**src/rtl/rcadc_pkg.sv**
```systemverilog
package rcadc_pkg;
  localparam int unsigned DEF_CHANNELS = 2;
  localparam int unsigned DEF_TICK_DIV = 163;
  localparam int unsigned WIN_BITS     = 8;
  localparam int unsigned RES_W        = WIN_BITS;

  typedef logic [RES_W-1:0] res_t;

  function automatic res_t sat_inc(input res_t v, input logic en);
    if (en && (v != {RES_W{1'b1}})) return v + res_t'(1);
    return v;
  endfunction
endpackage

```
**src/rtl/rcadc_tick.sv**
```systemverilog
module rcadc_tick #(
  parameter int unsigned TICK_DIV = 163
) (
  input  logic clk,
  input  logic rst,
  output logic tick_o
);
  localparam int unsigned CW = (TICK_DIV > 2) ? $clog2(TICK_DIV) : 1;
  localparam logic [CW-1:0] LAST = CW'(TICK_DIV - 1);

  logic [CW-1:0] div_q;

  assign tick_o = (div_q == LAST);

  always_ff @(posedge clk) begin
    if (rst)         div_q <= '0;
    else if (tick_o) div_q <= '0;
    else             div_q <= div_q + CW'(1);
  end

  AST_TICK_ISOLATED: assert property (@(posedge clk) disable iff (rst)
    tick_o |=> !tick_o);
endmodule

```
**src/rtl/rcadc_sync.sv**
```systemverilog
module rcadc_sync #(
  parameter int unsigned STAGES = 2
) (
  input  logic clk,
  input  logic rst,
  input  logic d_i,
  output logic q_o
);
  logic [STAGES-1:0] chain_q;

  always_ff @(posedge clk) begin
    if (rst) chain_q <= '0;
    else     chain_q <= {chain_q[STAGES-2:0], d_i};
  end

  assign q_o = chain_q[STAGES-1];
endmodule

```
**src/rtl/rcadc_window.sv**
```systemverilog
module rcadc_window #(
  parameter int unsigned WBITS = 8
) (
  input  logic clk,
  input  logic rst,
  input  logic tick_i,
  output logic win_end_o,
  output logic valid_o
);
  logic [WBITS-1:0] wcnt_q;
  logic             valid_q;

  assign win_end_o = tick_i && (wcnt_q == {WBITS{1'b1}});
  assign valid_o   = valid_q;

  always_ff @(posedge clk) begin
    if (rst) begin
      wcnt_q  <= '0;
      valid_q <= 1'b0;
    end else begin
      valid_q <= win_end_o;
      if (tick_i) wcnt_q <= wcnt_q + WBITS'(1);
    end
  end

  AST_VALID_PULSE: assert property (@(posedge clk) disable iff (rst)
    valid_q |=> !valid_q);
  AST_WIN_RESTART: assert property (@(posedge clk) disable iff (rst)
    win_end_o |=> (wcnt_q == '0));
endmodule

```
**src/rtl/rcadc_chan.sv**
```systemverilog
module rcadc_chan
  import rcadc_pkg::*;
(
  input  logic clk,
  input  logic rst,
  input  logic tick_i,
  input  logic win_end_i,
  input  logic sense_sync_i,
  output logic fb_o,
  output res_t result_o
);
  res_t acc_q, acc_nxt, res_q;
  logic fb_q, fb_dec;

  assign fb_dec  = ~sense_sync_i;
  assign acc_nxt = sat_inc(acc_q, fb_dec);

  always_ff @(posedge clk) begin
    if (rst) begin
      fb_q  <= 1'b0;
      acc_q <= '0;
      res_q <= '0;
    end else if (tick_i) begin
      fb_q <= fb_dec;
      if (win_end_i) begin
        res_q <= acc_nxt;
        acc_q <= '0;
      end else begin
        acc_q <= acc_nxt;
      end
    end
  end

  assign fb_o     = fb_q;
  assign result_o = res_q;

  AST_FB_INVERTS: assert property (@(posedge clk) disable iff (rst)
    tick_i |=> (fb_q == !$past(sense_sync_i)));
  AST_FB_HOLDS: assert property (@(posedge clk) disable iff (rst)
    !tick_i |=> $stable(fb_q));
  AST_ACC_STEP: assert property (@(posedge clk) disable iff (rst)
    (tick_i && !win_end_i) |=> ((acc_q - $past(acc_q)) <= res_t'(1)));
  AST_NO_WRAP: assert property (@(posedge clk) disable iff (rst)
    (tick_i && !win_end_i && (acc_q == {RES_W{1'b1}})) |=> (acc_q == {RES_W{1'b1}}));
  AST_ACC_CLEARED: assert property (@(posedge clk) disable iff (rst)
    win_end_i |=> (acc_q == '0));
  AST_RESULT_HOLD: assert property (@(posedge clk) disable iff (rst)
    !win_end_i |=> $stable(res_q));
endmodule

```
**src/rtl/rcadc_ctrl.sv**
```systemverilog
module rcadc_ctrl
  import rcadc_pkg::*;
#(
  parameter int unsigned NCH      = DEF_CHANNELS,
  parameter int unsigned TICK_DIV = DEF_TICK_DIV
) (
  input  logic                 clk,
  input  logic                 rst,
  input  logic [NCH-1:0]       sense_i,
  output logic [NCH-1:0]       feedback_o,
  output logic [NCH*RES_W-1:0] result_o,
  output logic                 result_valid_o
);
  logic tick, win_end;

  rcadc_tick #(.TICK_DIV(TICK_DIV)) u_tick (
    .clk    (clk),
    .rst    (rst),
    .tick_o (tick)
  );

  rcadc_window #(.WBITS(WIN_BITS)) u_window (
    .clk       (clk),
    .rst       (rst),
    .tick_i    (tick),
    .win_end_o (win_end),
    .valid_o   (result_valid_o)
  );

  for (genvar c = 0; c < NCH; c++) begin : g_ch
    logic sense_s;

    rcadc_sync #(.STAGES(2)) u_sync (
      .clk (clk),
      .rst (rst),
      .d_i (sense_i[c]),
      .q_o (sense_s)
    );

    rcadc_chan u_chan (
      .clk          (clk),
      .rst          (rst),
      .tick_i       (tick),
      .win_end_i    (win_end),
      .sense_sync_i (sense_s),
      .fb_o         (feedback_o[c]),
      .result_o     (result_o[c*RES_W +: RES_W])
    );
  end

  AST_VALID_AFTER_END: assert property (@(posedge clk) disable iff (rst)
    win_end |=> result_valid_o);
endmodule

```
**config.mk**
```make
export PLATFORM = sky130hd
export DESIGN_NAME = rcadc_ctrl
export DESIGN_NICKNAME = d
export VERILOG_FILES = /design/src/rtl/rcadc_pkg.sv /design/src/rtl/rcadc_tick.sv /design/src/rtl/rcadc_sync.sv /design/src/rtl/rcadc_window.sv /design/src/rtl/rcadc_chan.sv /design/src/rtl/rcadc_ctrl.sv
export SDC_FILE = /design/constraint.sdc
export NUM_CORES = 1
export LEC_CHECK = 0
export BUFFER_PORTS_ARGS = -buffer_cell sky130_fd_sc_hd__buf_2
export CAP_MARGIN = 20
export CELL_PAD_IN_SITES_DETAIL_PLACEMENT = 0
export CELL_PAD_IN_SITES_GLOBAL_PLACEMENT = 2
export CORE_MARGIN = 2
export CORE_UTILIZATION = 32
export CTS_CLUSTER_DIAMETER = 120
export DETAILED_ROUTE_END_ITERATION = 6
export GPL_TIMING_DRIVEN = 0
export PLACE_DENSITY = 0.71
export RECOVER_POWER = 100
export SLEW_MARGIN = 40
export SYNTH_ARGS = -nofsm -noshare
export SYNTH_HDL_FRONTEND = slang
export SYNTH_SLANG_ARGS = --single-unit
```
**constraint.sdc**
```tcl
create_clock -name clk -period 2.2 [get_ports clk]
set_clock_uncertainty 0.1 [all_clocks]
set_input_delay 0.44 -clock clk [delete_from_list [all_inputs] [get_ports clk]]
set_output_delay 0.44 -clock clk [all_outputs]
set_load 0.05 [all_outputs]
```
Word level (Yosys, flattened, before mapping)
Cells that the tools add are included.

storage, ports and cells
  flip-flop bits (word level) = 55
  input bits = 4
  word-level logic and storage cells = 34

cells by class
  add/sub/neg operators = 4
  equality and inequality tests = 4
  muxes and demuxes = 8
  bitwise logic cells = 2
  reductions and logical operators = 5

operators with widths
  operator                                       number
  2-to-1 mux 8 bit                               6
  adder 8 x 1 -> 8 bit (second input constant)   4
  equality test 8 bit (second input constant)    2
  inequality test 8 bit (second input constant)  2
  logical AND 1 bit                              3
  2-to-1 mux 1 bit                               2
  NOT 1 bit                                      2
  AND reduction 2 bit                            1
  OR reduction 2 bit                             1

Logic depth before layout (Yosys ltp)
Gate-level depths: netlist of run 1.

  depth after elaboration = 5
  depth in mapped cells = 8
  mapped depth without buffers = 6

Hierarchy
From an unflattened synthesis of run 1, not the netlist that was laid out.

unflattened totals
  cell total of the unflattened synthesis = 299
  area total of the unflattened synthesis = 2,706.3 um^2

modules (own cells, without submodules)
  module        instances  cells an instance  area an instance (um^2)  sequential area each (um^2)
  rcadc_chan    2          104                910.9                    340.3
  rcadc_tick    1          41                 396.6                    160.2
  rcadc_window  1          42                 382.9                    180.2
  rcadc_sync    2          4                  52.6                     40.0

Worst setup path after synthesis of run 1
No wires, ideal clock.

  kind = register to register
  start point = reg u_tick.div_q[0]
  end point = reg g_ch[0].u_chan.res_q[1]
  library setup time = 88 ps
  data arrival time = 1,912 ps
  path slack = 100 ps
  stages on the path, launching flop included = 9
  path buffers = 2
  cells stage by stage = dfxtp_1 inv_1 ha_1 or4b_1 buf_6 nor4_4 buf_6 nor2_2 a311oi_2

between the ends
  word-level cells in the longest chain between the ends = 3

RTL lines
  element                                   line                text
  start, declared                           rcadc_tick.sv:11    logic [CW-1:0] div_q;
  start signal, assigned                    rcadc_tick.sv:18    else div_q <= div_q + CW'(1);
  equality test 8 bit (*)                   rcadc_tick.sv:13    assign tick_o = (div_q == LAST);
  logical AND 1 bit                         rcadc_window.sv:13  assign win_end_o = tick_i && (wcnt_q == {WBITS{1'b1}});
  AND reduction 2 bit (no source line) (*)  --
  end signal, assigned                      rcadc_chan.sv:26    res_q <= acc_nxt;
  end, declared                             rcadc_chan.sv:12    res_t acc_q, acc_nxt, res_q;

Mark *: on every way between the ends. The rest lies on a longest branch, timed or not.
A chain may end at the register's enable or synchronous reset.

Worst setup path after layout of run 1
  start point = reg u_tick.div_q[0]
  end point = reg g_ch[1].u_chan.res_q[0]

between the ends
  word-level cells in the longest chain between the ends = 3

RTL lines
  element                                   line
  equality test 8 bit (*)                   rcadc_tick.sv:13
  logical AND 1 bit                         rcadc_window.sv:13
  AND reduction 2 bit (no source line) (*)  --
  end signal, assigned                      rcadc_chan.sv:26
  end, declared                             rcadc_chan.sv:12

Marks and branches as above.

==> flow_summary.yaml, run 1 <==
power_and_ir_drop:
  power_density_nw_per_um2: 532.2
  ir_worst_vdd_mv: 0.2194
  fin_total_pwr_uw: 1623
  leakage_uw: 0.001035
route:
  dr_total_vias: 2259
  dr.pass1.iters: 4
  viasPerCell: 5.134
  wl_per_cell_um: 14.86
  wirelength_um: 6537
  drt_iter0_drc: 86
  drtAntennaViolNets: 0
  drc: 0
sta:
  rsz0062_at_grt: "true"
  tns_ns: 0
  hold_viol: 0
  fin_crit_sh_pct: 98.74
  min_period_ns: 2.172
  drv_slew: 0
  finalSetupViolations: 0
  slew_headroom_pct: 58.32
  worst_pin_slew_ns: 0.6252
  fmax_mhz: 460.3
critical_path:
  critical_path_arrival_ns: 2.30
  start_kind: "flop"
  end_kind: "flop"
  crit_required_ns: 2.32
  ff2ff_path_depth: 9
  critPathKind: "flop to flop"
  path_max_fanout: 8
synthesis:
  muxShareOfSynthArea_pct: 0.7678
  synth_cells: 299
  synth_fa_ha_area_share_pct: 2.399
  synth_seq_cells: 55
  yosysWarnings: 0
  synth_simple_gate_area_share_pct: 26.34
  yosysSeqAreaShare_pct: 42.23
  synth_top_cells_by_count: "dfxtp_1 (55), nor2_1 (32), a21oi_1 (30), nand2_1 (24), nand3_1 (17)"
  synth_area_um2: 2608
  ys.flop_type: "dfxtp_1"
  synth_area_per_cell_um2: 8.721
  synth_nets: 308
  synth_top_area_share_pct: 42.23
  synth_top_area_cell: "dfxtp_1"
  synth-async-reset-ratio_pct: 0
  synth_top_family_by_area: "simple AND/OR/NAND/NOR gates"
  synth_area_leaders: "dfxtp_1 (42%), a21oi_1 (5.8%), nor2_1 (4.6%)"
  synth_most_common_cell: "dfxtp_1"
  synth_xor_area_share_pct: 5.374
  synth.distinct_cells: 47
  synth_edf_count: 0
  synth_compound_area_share_pct: 17.99
global_route:
  busiest_layer: "met2"
  overflow: 0
  gr-usage-all-layers_pct: 15.11
  grt_max_degree: 15
  met3_usage_pct: 2.729
  antenna_found_initial: 0
  use_met1_pct: 19.79
  grt_first_pass_wirelength_um: 10320
  first_global_vias: 2082
  globalRouteMet2Util_pct: 25.83
cells_and_area:
  layout.nets: 348
  n_antenna_cell: 0
  fillers: 832
  syn2layout_area_growth_pct: 16.94
  fin_cells: 440
  final_core_util_pct: 39.05
  layout-drive-gt1-share_pct: 14.20
floorplan:
  die_x_um: 94.27
  fp.coreArea_um2: 7807
  pin_count: 23
  die_y_um: 94.27
  start_util_pct: 33.40
  fp-row-count: 32
  die_area_um2: 8887
clock_network:
  cts_tree: "yes"
  cts.sinks: 55
  cts-root-buf: "clkbuf_8"
  cts_max_level: 2
  clk_pin_slew_ns: 0.09
  cts_buffers: 5
  cts.path.max_buffers: 2
  clock_latency_ns: 0.30
  hold_buffers: 0
place:
  dp_hpwl_um: 4542
  numPortBuffers: 22
  dpl.cell_count: 423
  place.gp.congestion: 0.7832
hold_path:
  hold_class: "input port to flop"
  hold_depth: 2
status:
  outcome: "finished, final reports clean"
flow_run:
  timing.max_cap.violations: 0
[cells in the final DEF (no fill, tap or decap), types with 2 or more instances in the layout]
master and count:
nor2b_1 7, buf_4 13, buf_8 2, o211ai_1 12, xnor2_1 9, nand3_1 17
o21ai_0 10, nand2b_1 4, nor2_1 31, and3_1 4, nor4_1 3, xor2_1 7
a31o_2 2, a31oi_1 4, clkbuf_1 30, and4b_1 3, a211oi_2 2, and2_1 2
dfxtp_1 53, nor2_4 2, a211oi_1 2, nand4b_1 2, nand2_1 24, inv_1 7
buf_2 3, and3b_1 2, ha_1 4, clkbuf_8 5, o22ai_1 2, dfxtp_4 2
and4_1 4, nor3_1 3, a311oi_2 2, and3_2 2, buf_6 2, a21oi_1 30
mux2i_1 2, or2_2 2, nand4_1 6
[path summary, 6_finish.rpt]
| check | from | to | slack [ns] |
|---|---|---|---|
| worst min-delay path | sense_i[1] | g_ch[1].u_sync.chain_q[0]$_SDFF_PP0_ | 0.24 |
| worst max-delay path | u_tick.div_q[0]$_SDFF_PP0_ | g_ch[1].u_chan.result_o[0]$_SDFFE_PP0P_ | 0.03 |
| worst min register to register | g_ch[1].u_sync.chain_q[0]$_SDFF_PP0_ | g_ch[1].u_sync.chain_q[1]$_SDFF_PP0_ | 0.34 |
| worst max register to register | u_tick.div_q[0]$_SDFF_PP0_ | g_ch[1].u_chan.result_o[0]$_SDFFE_PP0P_ | 0.03 |
[area by class of cell]
type	count	area [um^2]	share of cell area, %
Timing Repair Buffer	33	175.2	5.745
Clock buffer	6	72.57	2.380
Tap cell	102	127.6	4.185
Multi-Input combinational cell	219	1414	46.37
Sequential cell	55	1109	36.36
Buffer	17	118.9	3.898
Inverter	8	32.53	1.067
[through the flow]
| step | hold WS [ns] | worst slack (ns) | cell area, um^2 |
|---|---|---|---|
| floorplan | 0.3138 | 0.1004 | 2608 |
| global placement | 0.3218 | -0.2658 | 2845 |
| detailed placement | 0.3231 | -0.2543 | 2845 |
| CTS | 0.2325 | 0.001446 | 2950 |
| global route | 0.2344 | -0.06742 | 3049 |
| finish | 0.2424 | 0.02769 | 3049 |
[sequential cells by signal, indices dropped and copies added (netlist names)]
| register | flops |
|---|---|
| g_ch.u_chan.result_o | 16 |
| u_tick.div_q | 8 |
| g_ch.u_sync.chain_q | 4 |
| g_ch.u_chan.acc_q | 16 |
| u_window.wcnt_q | 8 |
| g_ch.u_chan.fb_o | 2 |
| u_window.valid_o | 1 |
[metal layers]
metal,up-vias,wire length (um)
li1,1141,-
met1,1082,3205
met2,28,3120
met5,-,0
met4,0,63
met3,8,148
[worst max-delay path: stages (launching register included)]
cell and delay (ns):
dfxtp_4 0.37, inv_4 0.05, ha_4 0.11, or4b_4 0.45
buf_8 0.16, nor4_4 0.28, buf_6 0.17, buf_6 0.14
nor2_2 0.04, a311oi_2 0.22
[logic make-up after synthesis]
kind of cell,after synthesis
compound gates,71
xor+xnor,16
fa+ha+maj,5
buf+inv,25
flops,55
mux,2
simple gates,125
[repair_timing]
action / CTS / global route
buffers inserted: 3 / 7
endpoints found under the setup margin: 35 / 37
gates resized for setup: 3 / 21
pin swaps: 3 / 12
cloned: 0 / 1
[power by group]
group / switching (uW) / internal, uW
Combinational: 44.2 / 32.4
Clock: 319 / 214
Sequential: 10.5 / 1000
Total: 374 / 1250
Power figures use the tool's default switching activity.
==> run 2, diff against run 1 <==
Settings changed: ABC_AREA from default to 1, CORE_UTILIZATION 32 to 29.
==> flow_summary.yaml, run 2 <==
place:
  dpl.cell_count: 543
  placed_cell_area_um2: 2964
  place.gp.congestion: 0.7870
  numPortBuffers: 21
  dp_hpwl_um: 5073
synthesis:
  synth_xor_area_share_pct: 1.610
  synth_area_um2: 2720
  synth_area_per_cell_um2: 6.618
  yosysSeqAreaShare_pct: 40.48
  synth_top_family_by_area: "simple AND/OR/NAND/NOR gates"
  synth_compound_area_share_pct: 7.728
  synth_simple_gate_area_share_pct: 38.18
  ys.flop_type: "dfxtp_1"
  synth_top_area_share_pct: 40.48
  yosysWarnings: 0
  synth.distinct_cells: 30
  synth-async-reset-ratio_pct: 0
  synth_cells: 411
  synth_area_leaders: "dfxtp_1 (40%), nand2_1 (17%), nor2_1 (8.1%)"
  synth_nets: 420
  synth_top_area_cell: "dfxtp_1"
  synth_fa_ha_area_share_pct: 2.300
  muxShareOfSynthArea_pct: 0
  synth_top_cells_by_count: "nand2_1 (124), nor2_1 (59), dfxtp_1 (55), inv_1 (47), nand3_1 (31)"
  synth_most_common_cell: "nand2_1"
  synth_edf_count: 0
  synth_seq_cells: 55
clock_network:
  post-cts-setup-buffers: 0
  cts_tree: "yes"
  hold_buffers: 0
  cts_max_level: 2
  cts-root-buf: "clkbuf_8"
  clock_latency_ns: 0.31
  cts.sinks: 55
  cts.path.max_buffers: 2
  post_cts_resized: 0
  cts_buffers: 5
  clk_pin_slew_ns: 0.10
critical_path:
  critPathTopFamily: "compound AO/OA/AOI/OAI gates"
  path_max_fanout: 10
  path_common_cell: "a21oi_1"
  critPathBufInv: 2
  crit_required_ns: 2.35
  path_cells: "inv_1 > ha_1 > nand2_1 > nor2_1 > nand2_2 > a21oi_1 > buf_6 > nand3_1 > a21oi_1"
  max_stage_delay_ns: 0.45
  critical_path_arrival_ns: 2.16
  start_kind: "flop"
  slowest_stage: "a21oi_1"
  path_depth: 9
  ff2ff_path_depth: 9
  critPathKind: "flop to flop"
  end_kind: "flop"
power_and_ir_drop:
  p_sw_uw: 405.0
  power_density_nw_per_um2: 545.9
  p_int_uw: 1237
  p_clk_share_pct: 35.1
  leakage_uw: 0.001285
  ir_worst_vdd_mv: 0.2754
  seq_power_share_pct: 61.4
  swShare_pct: 24.67
  combPwrFrac_pct: 3.4
cells_and_area:
  syn2layout_area_growth_pct: 10.58
  layout_common_cells: "nand2_1 (124), nor2_1 (61), dfxtp_1 (55), inv_1 (48), nand3_1 (31)"
  layout.nets: 448
  fin_cells: 551
  layout-drive-gt1-share_pct: 5.682
  final_core_util_pct: 32.86
  final_common_cell: "nand2_1"
  seqCellArea_um2: 1101
  multi_input_area_um2: 1340
  n_antenna_cell: 0
  fillers: 1044
  design_area_um2: 3008
route:
  viasPerCell: 4.495
  dr_total_vias: 2477
  drt_iter0_drc: 52
  drtAntennaViolNets: 0
  drc: 0
  wirelength_um: 6956
  wl_per_cell_um: 12.62
  dr.pass1.iters: 4
floorplan:
  die_area_um2: 10170
  fp.coreArea_um2: 9153
  fp-row-count: 35
  start_util_pct: 29.72
  die_y_um: 100.9
  die_x_um: 100.9
  pin_count: 23
hold_path:
  hold_depth: 3
  hold_class: "input port to flop"
sta:
  worst_pin_slew_ns: 0.6206
  drv_slew: 0
  fin_crit_sh_pct: 91.19
  min_period_ns: 2.006
  fmax_mhz: 498.4
  tns_ns: 0
  hold_ws_ns: 0.2211
  finalSetupViolations: 0
  rsz0062_at_grt: "false"
  slew_headroom_pct: 58.63
  hold_viol: 0
status:
  outcome: "finished, final reports clean"
global_route:
  gr-usage-all-layers_pct: 14.90
  antenna_found_initial: 0
  first_global_vias: 2347
  grt_first_pass_wirelength_um: 11770
  overflow: 0
  grt_max_degree: 17
flow_run:
  timing.max_cap.violations: 0
run 2: cell types whose count changed in the layout (fill, tap and decap cells not counted), moves of 11 or more:
cell      change
nand3_1      +14
buf_4        -11
nor2_1       +30
inv_1        +41
o211ai_1     -12
nand2_1     +100
run 2: logic make-up after synthesis:
family | Yosys count
compound gates | 41
xor+xnor | 5
fa+ha+maj | 5
buf+inv | 63
flops | 55
simple gates | 242
run 2: worst register-to-register path: stages (launching register included):
cell and delay, ns:
dfxtp_1 0.35, inv_1 0.06, ha_1 0.21, nand2_1 0.07, nor2_1 0.14, nand2_2 0.11, a21oi_1 0.45, buf_6 0.24
nand3_1 0.09, a21oi_1 0.12
run 2: power by group through the flow:
stage	registers, uW	clock network [uW]	logic (uW)
floorplan	1030	0	37.9
global placement	1030	0	58.9
detailed placement	1030	0	58.7
CTS	1010	609	58.9
global route	1010	637	66.1
finish	1010	577	56.4
run 2: worst paths after layout:
path | from | end | slack, ns
worst min register to register | g_ch[0].u_sync.chain_q[0]$_SDFF_PP0_ | g_ch[0].u_sync.chain_q[1]$_SDFF_PP0_ | 0.31
worst max register to register | u_tick.div_q[0]$_SDFF_PP0_ | g_ch[1].u_chan.acc_q[4]$_SDFFE_PP0P_ | 0.19
worst min-delay path | sense_i[1] | g_ch[1].u_sync.chain_q[0]$_SDFF_PP0_ | 0.22
worst max-delay path | u_tick.div_q[0]$_SDFF_PP0_ | g_ch[1].u_chan.acc_q[4]$_SDFFE_PP0P_ | 0.19
run 2: metrics by stage:
step	setup slack, ns	power, uW
floorplan	0.6446	1068
global placement	0.1357	1091
detailed placement	0.1468	1091
CTS	0.2325	1678
global route	0.03561	1714
finish	0.1937	1642
run 2: cell type report:
cell class / instances / share of cell area (%)
clock inverter: 3 / 0.4992
inverter: 51 / 6.364
multi-input combinational: 293 / 44.55
buffer: 12 / 2.371
tap: 111 / 4.617
sequential: 55 / 36.61
clock buffer: 5 / 2.288
timing repair buffer: 21 / 2.704
run 2: layer usage:
| layer | part of all wire (%) | track usage (%) |
|---|---|---|
| met1 | 51 | 20.23 |
| met3 | 3.3 | 2.566 |
| met2 | 44 | 24.67 |
| met5 | 0 | 0 |
| met4 | 1.1 | 3.477 |
